$ cat src/rtl/flash_dma_engine.sv
module flash_dma_engine #(
  parameter int RD_MAX = 2080,
  parameter int WR_MAX = 520,
  parameter int IE_BIT = 20
) (
  input  logic        clk,
  input  logic        rst_n,
  input  logic        reg_wr,
  input  logic [7:0]  reg_addr,
  input  logic [31:0] reg_wdata,
  output logic [31:0] reg_rdata,
  output logic        irq,
  output logic        mem_req,
  output logic        mem_we,
  output logic [31:0] mem_addr,
  output logic [3:0]  mem_be,
  output logic [31:0] mem_wdata,
  input  logic [31:0] mem_rdata,
  input  logic        mem_ack,
  output logic        fl_req,
  output logic        fl_wr,
  output logic [1:0]  fl_width,
  output logic [7:0]  fl_wbyte,
  input  logic [7:0]  fl_rbyte,
  input  logic        fl_ack
);
  localparam logic [15:0] RD_LIM = 16'(RD_MAX);
  localparam logic [15:0] WR_LIM = 16'(WR_MAX);

  typedef enum logic [2:0] {S_IDLE, S_FGET, S_MPUT, S_MGET, S_FPUT} st_t;
  st_t st;

  logic [31:0] cfg, base, ptr, buffer;
  logic [15:0] cnt, left;
  logic [1:0]  wid;
  logic        dir, pend, busy;
  logic [29:0] wad;
  logic [3:0]  be;

  wire [1:0]  lane   = ptr[1:0];
  wire        last   = left == 16'd1;
  wire        fl_hs  = fl_req & fl_ack;
  wire        mem_hs = mem_req & mem_ack;
  wire        go     = reg_wr && reg_addr == 8'h18 && !busy;
  wire [15:0] lim    = reg_wdata[0] ? WR_LIM : RD_LIM;
  wire [15:0] eff    = cnt > lim ? lim : cnt;
  wire        done   = (st == S_MPUT && mem_hs && left == 16'd0) ||
                       (st == S_FPUT && fl_hs && last) ||
                       (go && eff == 16'd0);

  assign busy      = st != S_IDLE;
  assign irq       = cfg[IE_BIT] & pend;
  assign mem_req   = st == S_MPUT || st == S_MGET;
  assign mem_we    = st == S_MPUT;
  assign mem_addr  = st == S_MPUT ? {wad, 2'b00} : {ptr[31:2], 2'b00};
  assign mem_be    = st == S_MPUT ? be : 4'hf;
  assign mem_wdata = buffer;
  assign fl_req    = st == S_FGET || st == S_FPUT;
  assign fl_wr     = dir;
  assign fl_width  = wid;
  assign fl_wbyte  = buffer[{~lane, 3'b000} +: 8];

  always_comb begin
    case (reg_addr)
      8'h00:   reg_rdata = cfg;
      8'h18:   reg_rdata = {31'd0, dir};
      8'h1c:   reg_rdata = base;
      8'h20:   reg_rdata = {31'd0, pend};
      8'h24:   reg_rdata = {2'b00, wid, 12'h000, cnt};
      8'h40:   reg_rdata = {28'd0, busy, busy & ~dir, busy & dir, 1'b0};
      default: reg_rdata = 32'd0;
    endcase
  end

  always_ff @(posedge clk or negedge rst_n) begin
    if (!rst_n) begin
      cfg <= '0; base <= '0; cnt <= '0; wid <= '0; pend <= 1'b0;
    end else begin
      if (reg_wr && reg_addr == 8'h00) cfg <= reg_wdata;
      if (reg_wr && reg_addr == 8'h1c && !busy) base <= reg_wdata;
      if (reg_wr && reg_addr == 8'h24 && !busy) begin
        cnt <= reg_wdata[15:0];
        wid <= reg_wdata[29:28];
      end
      if (done) pend <= 1'b1;
      else if (reg_wr && reg_addr == 8'h20 && reg_wdata[0]) pend <= 1'b0;
    end
  end

  always_ff @(posedge clk or negedge rst_n) begin
    if (!rst_n) begin
      st <= S_IDLE; dir <= 1'b0; ptr <= '0; left <= '0;
      buffer <= '0; be <= '0; wad <= '0;
    end else begin
      case (st)
        S_IDLE: if (go && eff != 16'd0) begin
          dir  <= reg_wdata[0];
          ptr  <= base;
          left <= eff;
          be   <= 4'h0;
          st   <= reg_wdata[0] ? S_MGET : S_FGET;
        end
        S_FGET: if (fl_hs) begin
          buffer[{~lane, 3'b000} +: 8] <= fl_rbyte;
          be[~lane] <= 1'b1;
          wad  <= ptr[31:2];
          ptr  <= ptr + 32'd1;
          left <= left - 16'd1;
          if (lane == 2'd3 || last) st <= S_MPUT;
        end
        S_MPUT: if (mem_hs) begin
          be <= 4'h0;
          st <= left == 16'd0 ? S_IDLE : S_FGET;
        end
        S_MGET: if (mem_hs) begin
          buffer <= mem_rdata;
          st <= S_FPUT;
        end
        S_FPUT: if (fl_hs) begin
          ptr  <= ptr + 32'd1;
          left <= left - 16'd1;
          if (last) st <= S_IDLE;
          else if (lane == 2'd3) st <= S_MGET;
        end
        default: st <= S_IDLE;
      endcase
    end
  end
endmodule

$ cat config.mk
export PLATFORM = sky130hd
export DESIGN_NAME = flash_dma_engine
export DESIGN_NICKNAME = d
export VERILOG_FILES = /design/src/rtl/flash_dma_engine.sv
export SDC_FILE = /design/constraint.sdc
export NUM_CORES = 1
export LEC_CHECK = 0
export BUFFER_PORTS_ARGS = -buffer_cell sky130_fd_sc_hd__buf_4
export CORE_AREA = 2 2 209 211
export CTS_BUF_LIST = sky130_fd_sc_hd__clkbuf_16
export DETAILED_ROUTE_END_ITERATION = 8
export DIE_AREA = 0 0 211 213
export RECOVER_POWER = 100
export SKIP_LAST_GASP = 1
export SYNTH_ARGS = -nofsm -noshare
export SYNTH_HDL_FRONTEND = slang
export SYNTH_SLANG_ARGS = --single-unit
$ cat constraint.sdc
create_clock -name clk -period 2.11 [get_ports clk]
set_input_delay 0.1055 -clock clk [delete_from_list [all_inputs] [get_ports clk]]
set_output_delay 0.1055 -clock clk [all_outputs]
set_load 0.005 [all_outputs]
==> run summary, run 1 <==
Total core area -> 42700 um2
Critical Path End Type -> primary output
Sequential fraction of the synthesis area -> 47.48%
Die Span Y -> 213 um
Post-Place Cells -> 1809
Initial antenna violation count -> 0
Post-route clock period utilization -> 112.2%
Worst-Skew Late Latency -> 0.57 ns
Avg Inst Size Synth -> 10.48 um2
Pwr Density -> 1321 nW/um2
Top-level I/O count -> 200
GRT Total Usage -> 16.75%
Top FF cell, synth -> dfrtp_1
Wire per inst -> 19.79 um
RSZ-0062 raised after global routing -> yes
Die footprint -> 44940 um2
Die width -> 211 um
Final net count -> 1506
WL final -> 39.08 mm
Met1 wire length -> 16.56 mm
Status -> finished, violations left
Max Clk Rate -> 0.4223 GHz
Max cap viols -> 1
Post-synth EDFFs -> 0
Final Setup Violations -> 70
Global route overflow -> 0
Slew @ Worst Pin -> 1.655 ns
Initial Util -> 24.81%
Synth Register Bits -> 201
1st-iter DRT viols -> 742
Port Buffers -> 197
CP Launch Type -> flip-flop
Final hold violation count -> 0
IR drop worst, VDD -> 0.0006976 V
Post-Syn Area -> 10590 um2
Post-DP HPWL -> 25.80 mm
Diode count -> 0
DRC violations left -> 0
DR top layer -> met4
Slew Limit Fails -> 59
Worst setup path class -> flip-flop to primary output
Ys async rst share -> 100.0%
Number of clock sinks -> 201
Largest net degree at the start of global routing -> 59
Hold Crit Class -> primary input to flip-flop
Vias in the first global route -> 10200
Max Buffers Root-to-Sink -> 3
Cell Count, Final, Fillers Out -> 1975
Detailed Routing Iterations Pass 1 -> 6
Share of layout cells above drive strength 1 -> 47.38%
Leakage power -> 7.487 nW
Slew HR -> -10.33%
Most frequent cells in the layout -> 220 x buf_4, 201 x dfrtp_1, 112 x nand2_1
Synth unique cells -> 73
Arr. time, crit path -> 2.26 ns
Most common cell after layout, fill and taps aside -> buf_4
Clock transition at path regs -> 0.06 ns
Drt via density -> 5.106
Synth warn -> 0
Rows -> 76
# fillers -> 3995
Power, Total -> 0.02240 W
Met3 routed WL -> 1.885 mm
TritonCTS clock tree -> built
CP max FO -> 4
Root Driver -> clkbuf_16
Detail Route Antenna Nets -> 0
Violated checks -> max-capacitance violations, max-slew violations, negative setup slack
Final setup skew -> 0.03172 ns
Critical Path RT -> 2.00 ns
Met2 wire len -> 19.41 mm
Period minus WS final -> 2.368 ns
First-pass GRT wire length -> 58.87 mm
Gate Count Post-Synth -> 1011
P&R area growth vs syn -> 59.99%
Num CTS Buffers -> 25
Total number of vias -> 10080
H-tree depth -> 1
Final Wtd Congestion -> 0.8440
Final setup margin -> -0.2579 ns
flip-flops by register name, summed over array words and instances (netlist names):
signal / cells
cnt: 16
ptr: 32
fl_wr: 1
cfg: 32
left: 16
pend: 1
st: 3
be: 4
base: 32
wad: 30
fl_width: 2
mem_wdata: 32
final cells by class:
| class | count | area, um2 | share of cell area (%) |
|---|---|---|---|
| multi-input cells | 725 | 6235 | 36.79 |
| flip-flops and latches | 201 | 5030 | 29.68 |
| repair buffers | 442 | 4041 | 23.84 |
| well taps | 546 | 683.2 | 4.031 |
| clock buffers | 25 | 625.6 | 3.691 |
| clock inverters | 20 | 269.0 | 1.587 |
| inverters | 16 | 65.06 | 0.3839 |
cells in the mapped netlist (3+ instances only):
master	number	area (um2)
ha_1	10	125.1
mux4_2	8	180.2
nand4_1	8	50.05
a22o_1	14	122.6
buf_1	13	48.80
dfrtp_1	201	5030
buf_2	12	60.06
buf_4	5	37.54
a32oi_1	3	26.28
nor3_1	31	155.2
o22ai_1	12	75.07
inv_1	15	56.30
o21ai_0	74	370.4
nand2b_1	5	31.28
mux2i_1	3	30.03
a21oi_1	29	145.1
a211oi_1	4	30.03
o31ai_1	22	165.2
a31o_2	3	26.28
or3_1	6	37.54
nand2_1	114	427.9
a22oi_1	48	360.4
a31oi_1	17	106.4
mux2_2	138	1554
a2bb2oi_1	26	227.7
clkbuf_1	39	146.4
o31a_1	4	35.03
nand3_1	25	125.1
nor4_1	9	56.30
and2_1	6	37.54
and3_1	4	25.02
o21ai_1	5	25.02
nor2_1	46	172.7
kinds of logic after synthesis:
| group | share of synthesized area, % |
|---|---|
| AOI/OAI and AO/OA | 18.72 |
| xor gates and xnor gates | 0.08269 |
| adders and majority gates | 1.181 |
| buffers and inverters | 3.378 |
| DFF | 47.48 |
| muxes | 16.65 |
| other | 0.03540 |
| and+or+nand+nor | 12.47 |
where the power goes:
group	switching, W	internal (W)	total [W]
registers	0.00102	0.00492	0.00594
clock network	0.00178	0.00291	0.00469
logic	0.00562	0.00615	0.0118
per-layer routing:
| layer | vias to the layer above | track usage, % |
|---|---|---|
| met5 | - | 0 |
| met1 | 5070 | 21.71 |
| li1 | 4614 | - |
| met3 | 84 | 2.515 |
| met2 | 316 | 28.79 |
| met4 | 0 | 5.100 |
critical path, cell delays in order, from the launching register on:
cell and delay [ns]:
dfrtp_1 0.39, buf_4 0.14, buf_6 0.10, nand2b_4 0.14
nor2_4 0.10, buf_6 0.15, buf_12 0.12, buf_16 0.12
mux2_4 0.33, buf_6 0.12
final timing paths:
path | startpoint | endpoint | slack [ns] | cells after the start
max in group asynchronous | rst_n | mem_wdata[7] | 0.31 | 3
max reg2reg | cnt[12] | left[5] | -0.11 | 8
min in group asynchronous | rst_n | mem_wdata[9] | 0.51 | 2
min reg2reg | cfg[0] | cfg[0] | 0.49 | 2
max | st[2] | mem_addr[2] | -0.26 | 9
min | reg_wr | pend | 0.09 | 6
through the flow:
stage / utilization (%) / setup TNS, ns / instance area, um2 / setup slack, ns / hold WS [ns]
after floorplan: - / -0.1404 / 10610 / -0.007194 / -0.1901
after global placement: 31.83 / -1.964 / 13590 / -0.2476 / 0.1231
after detailed placement: 31.83 / -3.902 / 13590 / -0.2899 / 0.1271
after CTS: 38.57 / -11.57 / 16470 / -0.3093 / 0.03696
after global routing: 39.70 / -19.59 / 16950 / -0.3326 / 0.09554
final: 39.70 / -7.301 / 16950 / -0.2579 / 0.08673
repair_timing:
action                     in CTS  in global routing
resized for setup             197                101
hold endpoints to repair      216                  0
cloned                         11                  3
pin swaps                      39                 37
setup endpoints to repair      93                123
hold buffers                   74                  0
buffers inserted               25                 23
(Power assumes the default switching activity.)
==> run 2: changes to the inputs <==
--- a/config.mk
+++ b/config.mk
@@ -7,7 +7,6 @@
 export LEC_CHECK = 0
 export BUFFER_PORTS_ARGS = -buffer_cell sky130_fd_sc_hd__buf_4
 export CORE_AREA = 2 2 209 211
-export CTS_BUF_LIST = sky130_fd_sc_hd__clkbuf_16
 export DETAILED_ROUTE_END_ITERATION = 8
 export DIE_AREA = 0 0 211 213
 export RECOVER_POWER = 100
==> run summary, run 2 (synthesis gave the netlist of run 1 again) <==
Number of clock sinks -> 201 (unchanged)
Slew HR -> -9.012% (+1.3 points)
Most common cell after layout, fill and taps aside -> buf_4
P&R area growth vs syn -> 59.81%
Cells along the critical path -> buf_4 -> buf_6 -> nand2b_4 -> nor2_4 -> buf_6 -> buf_12 -> buf_16 -> mux2_4 -> buf_6
Max cap viols -> 1 (unchanged)
CP max stage delay -> 0.39 ns (about the same)
Final setup skew -> 0.03014 ns (-0.001582 ns)
CP Launch Type -> flip-flop
Port Buffers -> 197 (unchanged)
Violated checks -> max-capacitance violations, max-slew violations, negative setup slack
Final setup margin -> -0.2503 ns (+0.007622 ns)
Slew Limit Fails -> 59 (unchanged)
Initial antenna violation count -> 0 (unchanged)
Final net count -> 1509 (+0.20%)
Die footprint -> 44940 um2 (unchanged)
Max Buffers Root-to-Sink -> 3 (unchanged)
RSZ-0062 raised after global routing -> yes
Critical Path RT -> 2.00 ns (about the same)
CP max FO -> 4 (unchanged)
Clock transition at path regs -> 0.06 ns (about the same)
Most frequent cells in the layout -> 222 x buf_4, 201 x dfrtp_1, 112 x nand2_1
1st-iter DRT viols -> 808 (+8.9%)
Max Clk Rate -> 0.4237 GHz (+0.32%)
H-tree depth -> 1 (unchanged)
WL final -> 39.12 mm (about the same)
Detailed Routing Iterations Pass 1 -> 7 (+1)
Post-DP HPWL -> 25.80 mm (unchanged)
Setup tns final -> -8.401 ns (-1.101 ns)
Final Wtd Congestion -> 0.8440 (unchanged)
Delay-heaviest family, CP -> buffers and inverters
Leakage power -> 7.489 nW (about the same)
IR drop worst, VDD -> 0.0007291 V (+4.5%)
Die width -> 211 um (unchanged)
Root Driver -> clkbuf_16
Share of layout cells above drive strength 1 -> 47.35% (about the same)
Rows -> 76 (unchanged)
Final Setup Violations -> 78 (+11%)
Status -> finished, violations left
Worst path slowest cell -> dfrtp_1
Largest net degree at the start of global routing -> 59 (unchanged)
Most used cell along the critical path -> buf_6
Buf/Inv on CP -> 6 (unchanged)
Die Span Y -> 213 um (unchanged)
Worst-Skew Late Latency -> 0.56 ns (about the same)
Num CTS Buffers -> 25 (unchanged)
Vias in the first global route -> 10200 (+0.0098%)
# fillers -> 4004 (+0.23%)
Pwr Density -> 1328 nW/um2 (+0.50%)
Period minus WS final -> 2.360 ns (-0.007622 ns)
Initial Util -> 24.81% (unchanged)
Slew @ Worst Pin -> 1.635 ns (-0.01980 ns)
Fin util -> 39.65% (-0.044 points)
GRT Total Usage -> 16.72% (-0.028 points)
Detail Route Antenna Nets -> 0 (unchanged)
Wire per inst -> 19.77 um (-0.11%)
Critical Path End Type -> primary output
Total core area -> 42700 um2 (unchanged)
Top-level I/O count -> 200 (unchanged)
Final hold violation count -> 0 (unchanged)
DRC violations left -> 0 (unchanged)
Worst setup path class -> flip-flop to primary output
First-pass GRT wire length -> 58.77 mm (-0.16%)
Hold Crit Class -> primary input to flip-flop
Total number of vias -> 10090 (+0.089%)
Post-route clock period utilization -> 111.9% (-0.36 points)
TritonCTS clock tree -> built
Arr. time, crit path -> 2.25 ns (about the same)
Drt via density -> 5.100 (-0.11%)
Global route overflow -> 0 (unchanged)
[run 2: area by class of cell]
class | instances | area, um2 | area share, %
well taps | 546 | 683.2 | 4.035
inverters | 16 | 65.06 | 0.3843
diodes | 1 | 2.502 | 0.01478
flip-flops and latches | 201 | 5030 | 29.71
clock buffers | 32 | 681.9 | 4.028
clock inverters | 13 | 242.7 | 1.434
multi-input cells | 725 | 6145 | 36.29
repair buffers | 445 | 4080 | 24.10
[run 2: worst register-to-register path, delay by kind of cell, from the launching register on]
| family | cells | cell delay (ns) |
|---|---|---|
| AND/OR/NAND/NOR | 3 | 0.60 |
| AO/OA/AOI/OAI | 2 | 0.30 |
| adder cells (fa/ha/maj) | 1 | 0.31 |
| buffers and inverters | 3 | 0.57 |
| flip-flops | 1 | 0.38 |
[run 2: stage by stage]
stage                     instance area [um2]  worst slack (ns)  hold WS [ns]  instances  power, W
after floorplan                         10610         -0.007194       -0.1901       1012   0.01016
after global placement                  13590           -0.2476        0.1231       1809   0.01387
after detailed placement                13590           -0.2899        0.1271       1809   0.01403
after CTS                               16440           -0.3093       0.03696       1960   0.02143
after global routing                    16930           -0.3326       0.09554       1978   0.02370
final                                   16930           -0.2503       0.09283       1979   0.02248
[run 2: report_power, final]
group | internal [W] | total, W | switching, W | leakage (nW)
logic | 0.00615 | 0.0117 | 0.00557 | 4.39
clock network | 0.00304 | 0.00482 | 0.00178 | 0.451
registers | 0.00492 | 0.00594 | 0.00102 | 2.65
[run 2: worst paths after layout]
path	from	to	slack (ns)	depth (start not counted)
min in group asynchronous	rst_n	mem_wdata[9]	0.50	2
worst max register to register	cnt[5]	left[5]	-0.15	9
max in group asynchronous	rst_n	mem_wdata[7]	0.32	3
worst min-delay path	reg_wr	pend	0.09	6
worst max-delay path	st[2]	mem_addr[2]	-0.25	9
worst min register to register	cfg[0]	cfg[0]	0.49	2
[run 2: per-layer routing]
layer | track usage, % | vias to the layer above | routed length [um]
met5 | 0 | - | 0
met4 | 5.391 | 0 | 1240
met3 | 2.633 | 82 | 1835
met2 | 28.56 | 345 | 19340
met1 | 21.63 | 5045 | 16700
li1 | - | 4621 | -
[run 2: repair_timing]
action                                  CTS  global route
hold endpoints to repair                216             0
hold buffers                             74             0
gates resized for setup                 187            91
pin swaps                                35            30
cloned                                   11             3
setup buffers                            25            19
endpoints found under the setup margin   93           123
